==> config.mk <==
export PLATFORM = sky130hd
export DESIGN_NAME = hw_loop_stack
export DESIGN_NICKNAME = d
export VERILOG_FILES = /design/src/rtl/loopstk_pkg.sv /design/src/rtl/loopstk_ctrl.sv /design/src/rtl/loopstk_dp.sv /design/src/rtl/hw_loop_stack.sv
export SDC_FILE = /design/constraint.sdc
export NUM_CORES = 2
export LEC_CHECK = 0
export BUFFER_PORTS_ARGS = -buffer_cell sky130_fd_sc_hd__buf_4
export CAP_MARGIN = 15
export CORE_MARGIN = 2
export CORE_UTILIZATION = 30
export DETAILED_ROUTE_END_ITERATION = 16
export GPL_TIMING_DRIVEN = 0
export PLACE_DENSITY = 0.49
export SYNTH_ARGS = -nofsm -noshare
export SYNTH_HDL_FRONTEND = slang
export SYNTH_SLANG_ARGS = --single-unit
==> constraint.sdc <==
create_clock -name clk -period 6.7 [get_ports clk]
set_clock_uncertainty 0.1 [all_clocks]
set_input_delay 0.335 -clock clk [delete_from_list [all_inputs] [get_ports clk]]
set_output_delay 0.335 -clock clk [all_outputs]
set_load 0.01 [all_outputs]
==> src/rtl/loopstk_pkg.sv <==
package loopstk_pkg;

  typedef enum logic [1:0] {
    SRC_CALL      = 2'd0,
    SRC_LOOPREGS  = 2'd1,
    SRC_LOOPSTART = 2'd2
  } pushSrc_e;

  // strobes from control to datapath, one cycle each
  typedef struct packed {
    logic     push;
    pushSrc_e pushSrc;
    logic     loadPc;
    logic     loadSr;
    logic     flagFromTop;
    logic     doLoad;
    logic     setFlag;
    logic     clearFlag;
    logic     reload;
    logic     restoreLoop;
  } ctlStrobes_t;

endpackage

==> src/rtl/loopstk_ctrl.sv <==
module loopstk_ctrl
  import loopstk_pkg::*;
#(
  parameter int DEPTH = 15,
  localparam int PW = $clog2(DEPTH + 1)
) (
  input  logic          clk,
  input  logic          rstN,
  input  logic          cmdCall,
  input  logic          cmdRts,
  input  logic          cmdRti,
  input  logic          cmdDo,
  input  logic          atEnd,
  input  logic          lcGtOne,
  input  logic          loopFlag,
  output ctlStrobes_t   stb,
  output logic [PW-1:0] sp,
  output logic          busy,
  output logic          loopHit,
  output logic          ovfErr,
  output logic          unfErr
);

  logic [PW-1:0] spQ, spNext;
  logic phase2Q, phase2D;
  logic ovfQ, unfQ, ovfSet, unfSet;
  logic full, empty, twoAvail;

  assign full     = (spQ == PW'(DEPTH));
  assign empty    = (spQ == '0);
  assign twoAvail = (spQ >= PW'(2));
  assign loopHit  = loopFlag && atEnd && !phase2Q;

  always_comb begin
    stb     = '0;
    spNext  = spQ;
    ovfSet  = 1'b0;
    unfSet  = 1'b0;
    phase2D = 1'b0;
    if (phase2Q) begin
      // second half of DO: start address and status word
      stb.setFlag = 1'b1;
      if (full) begin
        ovfSet = 1'b1;
      end else begin
        stb.push    = 1'b1;
        stb.pushSrc = SRC_LOOPSTART;
        spNext      = spQ + PW'(1);
      end
    end else if (loopHit) begin
      if (lcGtOne) begin
        if (empty) begin
          unfSet        = 1'b1;
          stb.clearFlag = 1'b1;
        end else begin
          stb.reload = 1'b1;
        end
      end else if (twoAvail) begin
        stb.restoreLoop = 1'b1;
        spNext          = spQ - PW'(2);
      end else begin
        unfSet        = 1'b1;
        stb.clearFlag = 1'b1;
      end
    end else if (cmdCall) begin
      if (full) begin
        ovfSet = 1'b1;
      end else begin
        stb.push    = 1'b1;
        stb.pushSrc = SRC_CALL;
        spNext      = spQ + PW'(1);
      end
    end else if (cmdRti) begin
      if (empty) begin
        unfSet = 1'b1;
      end else begin
        stb.loadPc      = 1'b1;
        stb.loadSr      = 1'b1;
        stb.flagFromTop = 1'b1;
        spNext          = spQ - PW'(1);
      end
    end else if (cmdRts) begin
      if (empty) begin
        unfSet = 1'b1;
      end else begin
        stb.loadPc = 1'b1;
        spNext     = spQ - PW'(1);
      end
    end else if (cmdDo) begin
      stb.doLoad = 1'b1;
      phase2D    = 1'b1;
      if (full) begin
        ovfSet = 1'b1;
      end else begin
        stb.push    = 1'b1;
        stb.pushSrc = SRC_LOOPREGS;
        spNext      = spQ + PW'(1);
      end
    end
  end

  always_ff @(posedge clk or negedge rstN) begin
    if (!rstN) begin
      spQ     <= '0;
      phase2Q <= 1'b0;
      ovfQ    <= 1'b0;
      unfQ    <= 1'b0;
    end else begin
      spQ     <= spNext;
      phase2Q <= phase2D;
      ovfQ    <= ovfQ | ovfSet;
      unfQ    <= unfQ | unfSet;
    end
  end

  assign sp     = spQ;
  assign busy   = phase2Q;
  assign ovfErr = ovfQ;
  assign unfErr = unfQ;

endmodule

==> src/rtl/loopstk_dp.sv <==
module loopstk_dp
  import loopstk_pkg::*;
#(
  parameter int DW       = 32,
  parameter int DEPTH    = 15,
  parameter int FLAG_BIT = 15,
  localparam int PW = $clog2(DEPTH + 1),
  localparam int EW = 2 * DW
) (
  input  logic          clk,
  input  logic          rstN,
  input  ctlStrobes_t   stb,
  input  logic [PW-1:0] sp,
  input  logic [DW-1:0] pcIn,
  input  logic [DW-1:0] srIn,
  input  logic [DW-1:0] doCount,
  input  logic [DW-1:0] doEnd,
  output logic [DW-1:0] pcOut,
  output logic [DW-1:0] srOut,
  output logic          pcLoad,
  output logic          srLoad,
  output logic [DW-1:0] lcOut,
  output logic [DW-1:0] laOut,
  output logic          loopFlag,
  output logic          atEnd,
  output logic          lcGtOne
);

  logic [EW-1:0] mem [DEPTH];
  logic [EW-1:0] pushWord, topWord, nextWord;
  logic [PW-1:0] topIdx, nextIdx;
  logic [DW-1:0] lcQ, laQ, pcOutQ, srOutQ, doStartQ, doSrQ;
  logic          flagQ, pcLoadQ, srLoadQ;

  function automatic logic [DW-1:0] tagFlag(input logic [DW-1:0] s, input logic f);
    logic [DW-1:0] r;
    r = s;
    r[FLAG_BIT] = f;
    return r;
  endfunction

  assign topIdx   = (sp == '0) ? '0 : sp - PW'(1);
  assign nextIdx  = (sp < PW'(2)) ? '0 : sp - PW'(2);
  assign topWord  = mem[topIdx];
  assign nextWord = mem[nextIdx];

  always_comb begin
    case (stb.pushSrc)
      SRC_LOOPREGS:  pushWord = {laQ, lcQ};
      SRC_LOOPSTART: pushWord = {doStartQ, tagFlag(doSrQ, flagQ)};
      default:       pushWord = {pcIn, tagFlag(srIn, flagQ)};
    endcase
  end

  always_ff @(posedge clk) begin
    if (stb.push) mem[sp] <= pushWord;
  end

  always_ff @(posedge clk or negedge rstN) begin
    if (!rstN) begin
      lcQ      <= '0;
      laQ      <= '0;
      flagQ    <= 1'b0;
      pcOutQ   <= '0;
      srOutQ   <= '0;
      pcLoadQ  <= 1'b0;
      srLoadQ  <= 1'b0;
      doStartQ <= '0;
      doSrQ    <= '0;
    end else begin
      pcLoadQ <= stb.loadPc | stb.reload;
      srLoadQ <= stb.loadSr;
      if (stb.loadPc) pcOutQ <= topWord[EW-1:DW];
      if (stb.loadSr) srOutQ <= topWord[DW-1:0];
      if (stb.flagFromTop) flagQ <= topWord[FLAG_BIT];
      if (stb.reload) begin
        lcQ    <= lcQ - DW'(1);
        pcOutQ <= topWord[EW-1:DW];
      end
      if (stb.restoreLoop) begin
        flagQ <= topWord[FLAG_BIT];
        lcQ   <= nextWord[DW-1:0];
        laQ   <= nextWord[EW-1:DW];
      end
      if (stb.doLoad) begin
        lcQ      <= doCount;
        laQ      <= doEnd;
        doStartQ <= pcIn;
        doSrQ    <= srIn;
      end
      if (stb.setFlag)   flagQ <= 1'b1;
      if (stb.clearFlag) flagQ <= 1'b0;
    end
  end

  assign atEnd    = (pcIn == laQ);
  assign lcGtOne  = (lcQ > DW'(1));
  assign pcOut    = pcOutQ;
  assign srOut    = srOutQ;
  assign pcLoad   = pcLoadQ;
  assign srLoad   = srLoadQ;
  assign lcOut    = lcQ;
  assign laOut    = laQ;
  assign loopFlag = flagQ;

endmodule

==> src/rtl/hw_loop_stack.sv <==
module hw_loop_stack
  import loopstk_pkg::*;
#(
  parameter int DW       = 32,
  parameter int DEPTH    = 15,
  parameter int FLAG_BIT = 15,
  localparam int PW = $clog2(DEPTH + 1)
) (
  input  logic          clk,
  input  logic          rstN,
  input  logic          cmdCall,
  input  logic          cmdRts,
  input  logic          cmdRti,
  input  logic          cmdDo,
  input  logic [DW-1:0] pcIn,
  input  logic [DW-1:0] srIn,
  input  logic [DW-1:0] doCount,
  input  logic [DW-1:0] doEnd,
  output logic [DW-1:0] pcOut,
  output logic [DW-1:0] srOut,
  output logic          pcLoad,
  output logic          srLoad,
  output logic [DW-1:0] lcOut,
  output logic [DW-1:0] laOut,
  output logic          loopFlag,
  output logic          loopHit,
  output logic          busy,
  output logic          ovfErr,
  output logic          unfErr
);

  ctlStrobes_t   stb;
  logic [PW-1:0] sp;
  logic          atEnd, lcGtOne;

  loopstk_ctrl #(.DEPTH(DEPTH)) u_ctrl (
    .clk(clk), .rstN(rstN),
    .cmdCall(cmdCall), .cmdRts(cmdRts), .cmdRti(cmdRti), .cmdDo(cmdDo),
    .atEnd(atEnd), .lcGtOne(lcGtOne), .loopFlag(loopFlag),
    .stb(stb), .sp(sp), .busy(busy), .loopHit(loopHit),
    .ovfErr(ovfErr), .unfErr(unfErr)
  );

  loopstk_dp #(.DW(DW), .DEPTH(DEPTH), .FLAG_BIT(FLAG_BIT)) u_dp (
    .clk(clk), .rstN(rstN), .stb(stb), .sp(sp),
    .pcIn(pcIn), .srIn(srIn), .doCount(doCount), .doEnd(doEnd),
    .pcOut(pcOut), .srOut(srOut), .pcLoad(pcLoad), .srLoad(srLoad),
    .lcOut(lcOut), .laOut(laOut), .loopFlag(loopFlag),
    .atEnd(atEnd), .lcGtOne(lcGtOne)
  );

endmodule

## Yosys cells after proc, flatten, opt, wreduce, memory -nomap -nowiden

Memory sizes are Yosys's and may differ from the RTL's.
Cells that the tools add are included.

- Output and inout port bits: 135
- Register bits after elaboration: 202
- Latch bits: 0
- Input bits: 134
- ROM bits: 0
- Memories kept: 1
- RAM bits: 960

- Multipliers: 0
- Divide/modulo/power cells: 0
- Mux-type cells: 69
- Magnitude comparators: 3
- Shifts and indexed selects: 0
- Bitwise logic cells: 3
- Reductions and logical operators: 10
- Eq/ne operators: 6
- $add $sub $neg: 4

Memories:

| name | words | width | rd ports | clocked after Yosys merged registers in | wr ports | line | source |
|---|---|---|---|---|---|---|---|
| u_dp.mem | 15 | 64 | 2 | 0 | 1 | loopstk_dp.sv:29 | `logic [EW-1:0] mem [DEPTH];` |

Operators with widths:

| operator | count |
|---|---|
| $mux 32 | 7 |
| $pmux 64 s2 | 1 |
| $mux 4 | 14 |
| $mux 1 | 34 |
| $mux 3 | 11 |
| $eq 32x32->1 | 1 |
| $gt 32x1->1 const B | 1 |
| $sub 32x1->32 const B | 1 |
| $mux 7 | 1 |
| $reduce_bool 6->1 | 1 |
| $add 4x1->4 const B | 1 |
| $eq 4x4->1 const B | 1 |
| $ge 4x2->1 const B | 1 |
| $logic_not 4->1 | 1 |
| $lt 4x2->1 const B | 1 |
| $reduce_bool 2->1 | 2 |
| $reduce_bool 4->1 | 1 |
| $sub 4x1->4 const B | 1 |
| $sub 4x2->4 const B | 1 |
| $ne 3x1->1 const B | 1 |
| $ne 3x2->1 const B | 1 |
| $or 1x1->1 | 3 |
| $reduce_and 3->1 | 1 |
| $reduce_bool 3->1 | 1 |
| 5 further kinds | 6 |

## Logic depth before layout (Yosys ltp)

- Word-level depth: 12
- Depth in mapped cells: 18

## Cells and area by module

From an unflattened synthesis, not the netlist that was laid out.

- Cell total of the unflattened synthesis: 5034
- Area total of the unflattened synthesis: 56655.6 um^2

Modules (own cells, without submodules):

| module | sequential area each (um^2) | times used | cells an instance | area each (um^2) |
|---|---|---|---|---|
| loopstk_dp | 33682.3 | 1 | 4954 | 55979.9 |
| loopstk_ctrl | 175.2 | 1 | 80 | 675.6 |

## Worst setup path after synthesis

No wires, ideal clock.

- Path kind: register -> register
- Start point: register u_ctrl.spQ[0] (netlist: u_ctrl.sp[0])
- End point: memory u_dp.mem[0][0] (netlist bit) (enable)
- Period minus slack after synthesis: 5238 ps
- Arrival time: 4652 ps
- Library setup time: 486 ps
- Stages on the path, launching flop included: 9
- Buffers on the path: 4
- Path slack: 1462 ps
- Cells stage by stage: dfrtp_1 > clkbuf_1 > inv_2 > clkbuf_1 > clkbuf_1 > clkbuf_1 > ha_1 > nand2_1 > nor2_1

- Longest elaborated chain between the ends: 10

RTL lines:

| element | line | source |
|---|---|---|
| start: declaration | loopstk_ctrl.sv:24 | `logic [PW-1:0] spQ, spNext;` |
| start signal: assignment | loopstk_ctrl.sv:109 | `spQ <= spNext;` |
| $eq 4x4->1 | loopstk_ctrl.sv:29 | `assign full = (spQ == PW'(DEPTH));` |
| $mux 3 | loopstk_ctrl.sv:92 | `if (full) begin` |
| $mux 3 | loopstk_ctrl.sv:89 | `end else if (cmdDo) begin` |
| $mux 3 | loopstk_ctrl.sv:82 | `end else if (cmdRts) begin` |
| $mux 3 | loopstk_ctrl.sv:73 | `end else if (cmdRti) begin` |
| $mux 3 | loopstk_ctrl.sv:65 | `end else if (cmdCall) begin` |
| $mux 7 | loopstk_ctrl.sv:50 | `end else if (loopHit) begin` |
| $mux 3 | loopstk_ctrl.sv:40 | `if (phase2Q) begin` |
| $mux 1 | loopstk_dp.sv:56 | `if (stb.push) mem[sp] <= pushWord;` |
| $mux 1 (implied by the code) | loopstk_dp.sv:56 |  |
| end: declaration | loopstk_dp.sv:29 |  |

Parallel ways exist; a longest one is shown, timed or not.

## Worst setup path in the final report

- Start point: register u_ctrl.spQ[1] (netlist: u_ctrl.sp[1])
- End point: register u_dp.lcQ[15] (netlist: u_dp.lcOut[15])

- Longest elaborated chain between the ends: 7

RTL lines:

| element | line | source |
|---|---|---|
| branches (longest 7 deep; another with $mem_v2 15x64) | -- |  |
| end signal: assignment | loopstk_dp.sv:77 | `lcQ <= lcQ - DW'(1);` |
| end signal: assignment | loopstk_dp.sv:82 | `lcQ <= nextWord[DW-1:0];` |
| end signal: assignment | loopstk_dp.sv:86 | `lcQ <= doCount;` |
| end: declaration | loopstk_dp.sv:32 | `logic [DW-1:0] lcQ, laQ, pcOutQ, srOutQ, doStartQ, doSrQ;` |

Several ways; the timed one is not identified.
A chain may end at the register's enable or synchronous reset.

==> impl_metrics.ini <==
[detailed_routing]
detailedRoute.firstPassIterationCount = 9
drt-wirelength-per-cell_um = 36.9
highest_layer = met5
wl_met3_um = 28300
drtAntennaViolNets = 0
via_per_inst = 6.10
dr.first_iter.drc_count = 6967
sum_of_met2_wire_segment_lengths_after_detailed_routing_um = 117000
via_count = 43500
post-route-drc-count = 0
totalWireLength_um = 263000
wl_met1_um = 100000

[run]
timing.max_cap.violations = 0

[setup_path]
slowest_stage = sky130_fd_sc_hd__a21oi_1
worst_r2r_endpoint = u_dp.lcOut[15]
cpMostUsedCell = sky130_fd_sc_hd__clkbuf_1
r2r_cells = 13
critical_path.startpoint = u_ctrl.sp[1]
worst_path_largest_cell_delay_ps = 1200
timing.critical_path.cells = clkbuf_1 -> clkinvlp_4 -> buf_1 -> ha_1 -> clkbuf_1 -> a21oi_1 -> clkbuf_1 -> o32ai_1 -> a31oi_1 -> a22oi_1 -> a21oi_1 -> nor3_1 -> o21ai_0
critPathCaptureType = flop
worst_setup_path_start_kind = flop
worstSetupPathType = reg -> reg
flop_to_flop_setup_slack_ps = -270
worst_ep_required_ps = 7330
path_max_fanout = 13
regToRegStartpoint = u_ctrl.sp[1]
cp.arrival_ps = 7600

[logic_synthesis]
yosys.area_share.adder_pct = 0.229
synth_xor_xnor_area_share_pct = 0.688
postSynthNetCount = 4148
synthFlopType = sky130_fd_sc_hd__edfxtp_1
synth_mux_area_share_pct = 14.9
synth_simple_gate_area_share_pct = 7.59
netlist_top_cells_area = sky130_fd_sc_hd__edfxtp_1 (53%), sky130_fd_sc_hd__mux4_2 (11%), sky130_fd_sc_hd__dfrtp_1 (9.2%)
synth.top_cell.area_share_pct = 52.7
postSynth.asyncResetShare_pct = 17.3
synth_compound_area_share_pct = 11.7
syn_area_per_cell_sq_um = 13.7
syn_inst = 4004
yosysTopAreaCell = sky130_fd_sc_hd__edfxtp_1
sequential_to_total_area_share_from_yosys_stat_pct = 61.9
ys_ff_latch = 1161
synth_top_family_by_area = multiplexers
synthesis.area_sq_um = 54700
yosysUniqueCellTypes = 79
synth_edf_count = 960
yosys_warnings = 0

[grt]
grt_pass1_vias = 41700
grt_pass1_wl_um = 354000
grt_usage_pct = 27.6
grt_remaining_overflow = 0
initial_antenna_violation_count = 15
grt_start_max_net_pins = 98

[finish]
net_count_of_the_finished_layout = 4787
postLayoutCellArea_sq_um = 67800
share_of_cells_above_drive_strength_1_pct = 22.1
syn2layout_area_growth_pct = 24.0

[sta]
timing.hold.ws_ps = -13.4
setup_ws_ps = -270
layout_worst_path_cycle_share_pct = 104
slew_headroom_pct = 4.19
grt_setup_unrepaired = false
finalHoldViolations = 2
finalSetupViolations = 14
max_slew.worst_pin.slew_ps = 1440
final-max-slew-violation-count = 0
max_freq_mhz = 143
min_period_ps = 6970

[floorplanning]
core-area_sq_um = 181000
rows = 156
fp.dieW_um = 431
boundaryPins = 269
die_y_um = 431
design.die.area_sq_um = 186000
floorplan.initialDensity_pct = 30.2

[clock_network]
cts_post_setup_buffers_inserted = 0
cts-buffers-inserted = 131
clockBufferDepth = 3
path_clk_slew_ps = 60
clock_tree.root_cell = sky130_fd_sc_hd__clkbuf_16
tritoncts_num_sinks = 1161
clk-insertion-delay-late_ps = 810
clock_tree.htree_level_count = 4
cts_tree = yes

[power_and_ir_drop]
ir_drop_mv = 0.403
fin_total_pwr_uw = 40300
power_report.internal_total_uw = 20800
power.sequential.fraction_pct = 24.1
power.clock.fraction_pct = 18.8
power_density_nw_per_um2 = 594
power.combinational.fraction_pct = 57.1
power_switching_share_pct = 48.3
leakagePower_uw = 0.0236
net-switching-power_uw = 19500

[placed_design]
hpwl_um = 189000
place_area_sq_um = 61900
port-buffer-count = 267
worst_case_setup_slack_after_placement_ps = -2180
gp_routability_congestion = 0.979

[hold_path]
hold_path.class = in -> async

[run_status]
run_status = complete, but fails checks
failing_checks = hold timing, setup timing
how the worst max path moves through the flow:
stage,end,depth (start not counted)
after floorplan,u_dp.mem[0][0],8
after global placement,u_dp.mem[0][39],8
after detailed placement,u_dp.srOut[2],16
after CTS,u_dp.lcOut[3],14
after global routing,u_dp.lcOut[15],13
final,u_dp.lcOut[15],13
cells in the mapped netlist (7+ instances only):
cell type	count
sky130_fd_sc_hd__nand2b_1	12
sky130_fd_sc_hd__mux2i_1	103
sky130_fd_sc_hd__o21ai_1	9
sky130_fd_sc_hd__nand3_1	103
sky130_fd_sc_hd__a211oi_1	76
sky130_fd_sc_hd__nor2b_1	7
sky130_fd_sc_hd__clkbuf_1	233
sky130_fd_sc_hd__ha_1	10
sky130_fd_sc_hd__edfxtp_1	960
sky130_fd_sc_hd__o22ai_1	53
sky130_fd_sc_hd__o22a_1	9
sky130_fd_sc_hd__inv_1	76
sky130_fd_sc_hd__buf_1	57
sky130_fd_sc_hd__a31oi_1	62
sky130_fd_sc_hd__buf_2	42
sky130_fd_sc_hd__nor3_1	41
sky130_fd_sc_hd__dfrtp_1	201
sky130_fd_sc_hd__mux4_2	275
sky130_fd_sc_hd__nor4_1	25
sky130_fd_sc_hd__a32oi_1	9
sky130_fd_sc_hd__o221ai_1	129
sky130_fd_sc_hd__a21oi_1	130
sky130_fd_sc_hd__xnor2_1	8
sky130_fd_sc_hd__a222oi_1	63
sky130_fd_sc_hd__mux2_2	81
sky130_fd_sc_hd__a22oi_1	40
sky130_fd_sc_hd__or4_1	7
sky130_fd_sc_hd__o211ai_1	16
sky130_fd_sc_hd__nor2_1	205
sky130_fd_sc_hd__a311oi_1	7
sky130_fd_sc_hd__or3_1	11
sky130_fd_sc_hd__o21ai_0	266
sky130_fd_sc_hd__xor2_1	35
sky130_fd_sc_hd__a221oi_1	14
sky130_fd_sc_hd__nand2_1	516
sky130_fd_sc_hd__nand4_1	8
critical path: cells and delay by family, from the launching register on:
| family | cells | cell delay (ps) |
|---|---|---|
| buf+inv | 5 | 3020 |
| compound gates | 6 | 2550 |
| fa+ha+maj | 1 | 630 |
| flops | 1 | 420 |
| simple gates | 1 | 140 |
registers in the layout (all words and copies together) (netlist names), 4 cells and up:
signal and count:
u_dp.lcOut 32, u_dp.srOut 32, u_ctrl.sp 4, u_dp.laOut 32, u_dp.doSrQ 31, u_dp.doStartQ 32
u_dp.mem 960, u_dp.pcOut 32
per-layer routing:
layer	track usage [%]	up-vias
met1	35.8	22500
met3	6.76	634
met2	41.7	3154
met5	0	-
met4	16.9	2
li1	-	17200
power groups by stage:
| stage | Sequential [uW] | Combinational [uW] | Clock (uW) |
|---|---|---|---|
| final | 9700 | 23000 | 7590 |
| after global routing | 9770 | 23300 | 7900 |
| after CTS | 9680 | 22100 | 7620 |
| after detailed placement | 9820 | 22000 | 0 |
| after global placement | 10000 | 21000 | 0 |
| after floorplan | 9710 | 10900 | 0 |
stage by stage:
| step | utilization (%) | TNS [ps] | instances |
|---|---|---|---|
| floorplan | - | 0 | 4004 |
| global placement | 33.0 | -4434920 | 6641 |
| detailed placement | 34.2 | -154330 | 6743 |
| CTS | 37.4 | 0 | 7112 |
| global route | 37.5 | 0 | 7123 |
| finish | 37.5 | -1140 | 7128 |
layout by cell type, fill, tap and decap left out, types with 47 or more instances in the layout:
| cell | synthesis | layout |
|---|---|---|
| sky130_fd_sc_hd__a222oi_1 | 63 | 63 |
| sky130_fd_sc_hd__buf_2 | 42 | 47 |
| sky130_fd_sc_hd__o22ai_1 | 53 | 53 |
| sky130_fd_sc_hd__edfxtp_1 | 960 | 960 |
| sky130_fd_sc_hd__o21ai_0 | 266 | 264 |
| sky130_fd_sc_hd__a31oi_1 | 62 | 61 |
| sky130_fd_sc_hd__nor2_1 | 205 | 186 |
| sky130_fd_sc_hd__a21oi_1 | 130 | 130 |
| sky130_fd_sc_hd__buf_4 | 2 | 268 |
| sky130_fd_sc_hd__dfrtp_1 | 201 | 201 |
| sky130_fd_sc_hd__nand3_1 | 103 | 103 |
| sky130_fd_sc_hd__mux4_2 | 275 | 275 |
| sky130_fd_sc_hd__clkbuf_16 | 0 | 137 |
| sky130_fd_sc_hd__a211oi_1 | 76 | 76 |
| sky130_fd_sc_hd__mux2_2 | 81 | 81 |
| sky130_fd_sc_hd__mux2i_1 | 103 | 103 |
| sky130_fd_sc_hd__o221ai_1 | 129 | 129 |
| sky130_fd_sc_hd__dlygate4sd3_1 | 0 | 128 |
| sky130_fd_sc_hd__inv_1 | 76 | 76 |
| sky130_fd_sc_hd__nand2_1 | 516 | 516 |
| sky130_fd_sc_hd__clkbuf_1 | 233 | 233 |
| sky130_fd_sc_hd__buf_1 | 57 | 49 |
layout make-up:
type                            instances  area, sq um
Multi-Input combinational cell       2425        19300
Buffer                                337         1420
Clock buffer                          170         3620
Antenna cell                            7         17.5
Inverter                               80          304
Tap cell                             2370         2970
Timing Repair Buffer                  507         5510
Clock inverter                         71          805
Sequential cell                      1161        33900
Fill cell                           17100       113000
timing repair:
item,4_1_cts,5_1_grt
hold buffers,128,0
resized for setup,26,11
hold endpoints to repair,330,0
endpoints found under the setup margin,129,36
logic make-up after synthesis:
group	count (synthesis)
flops	1161
simple gates	967
compound gates	946
mux	459
buf+inv	418
xor+xnor	43
fa+ha+maj	10
Note: power is estimated with default switching activity, not from simulation.
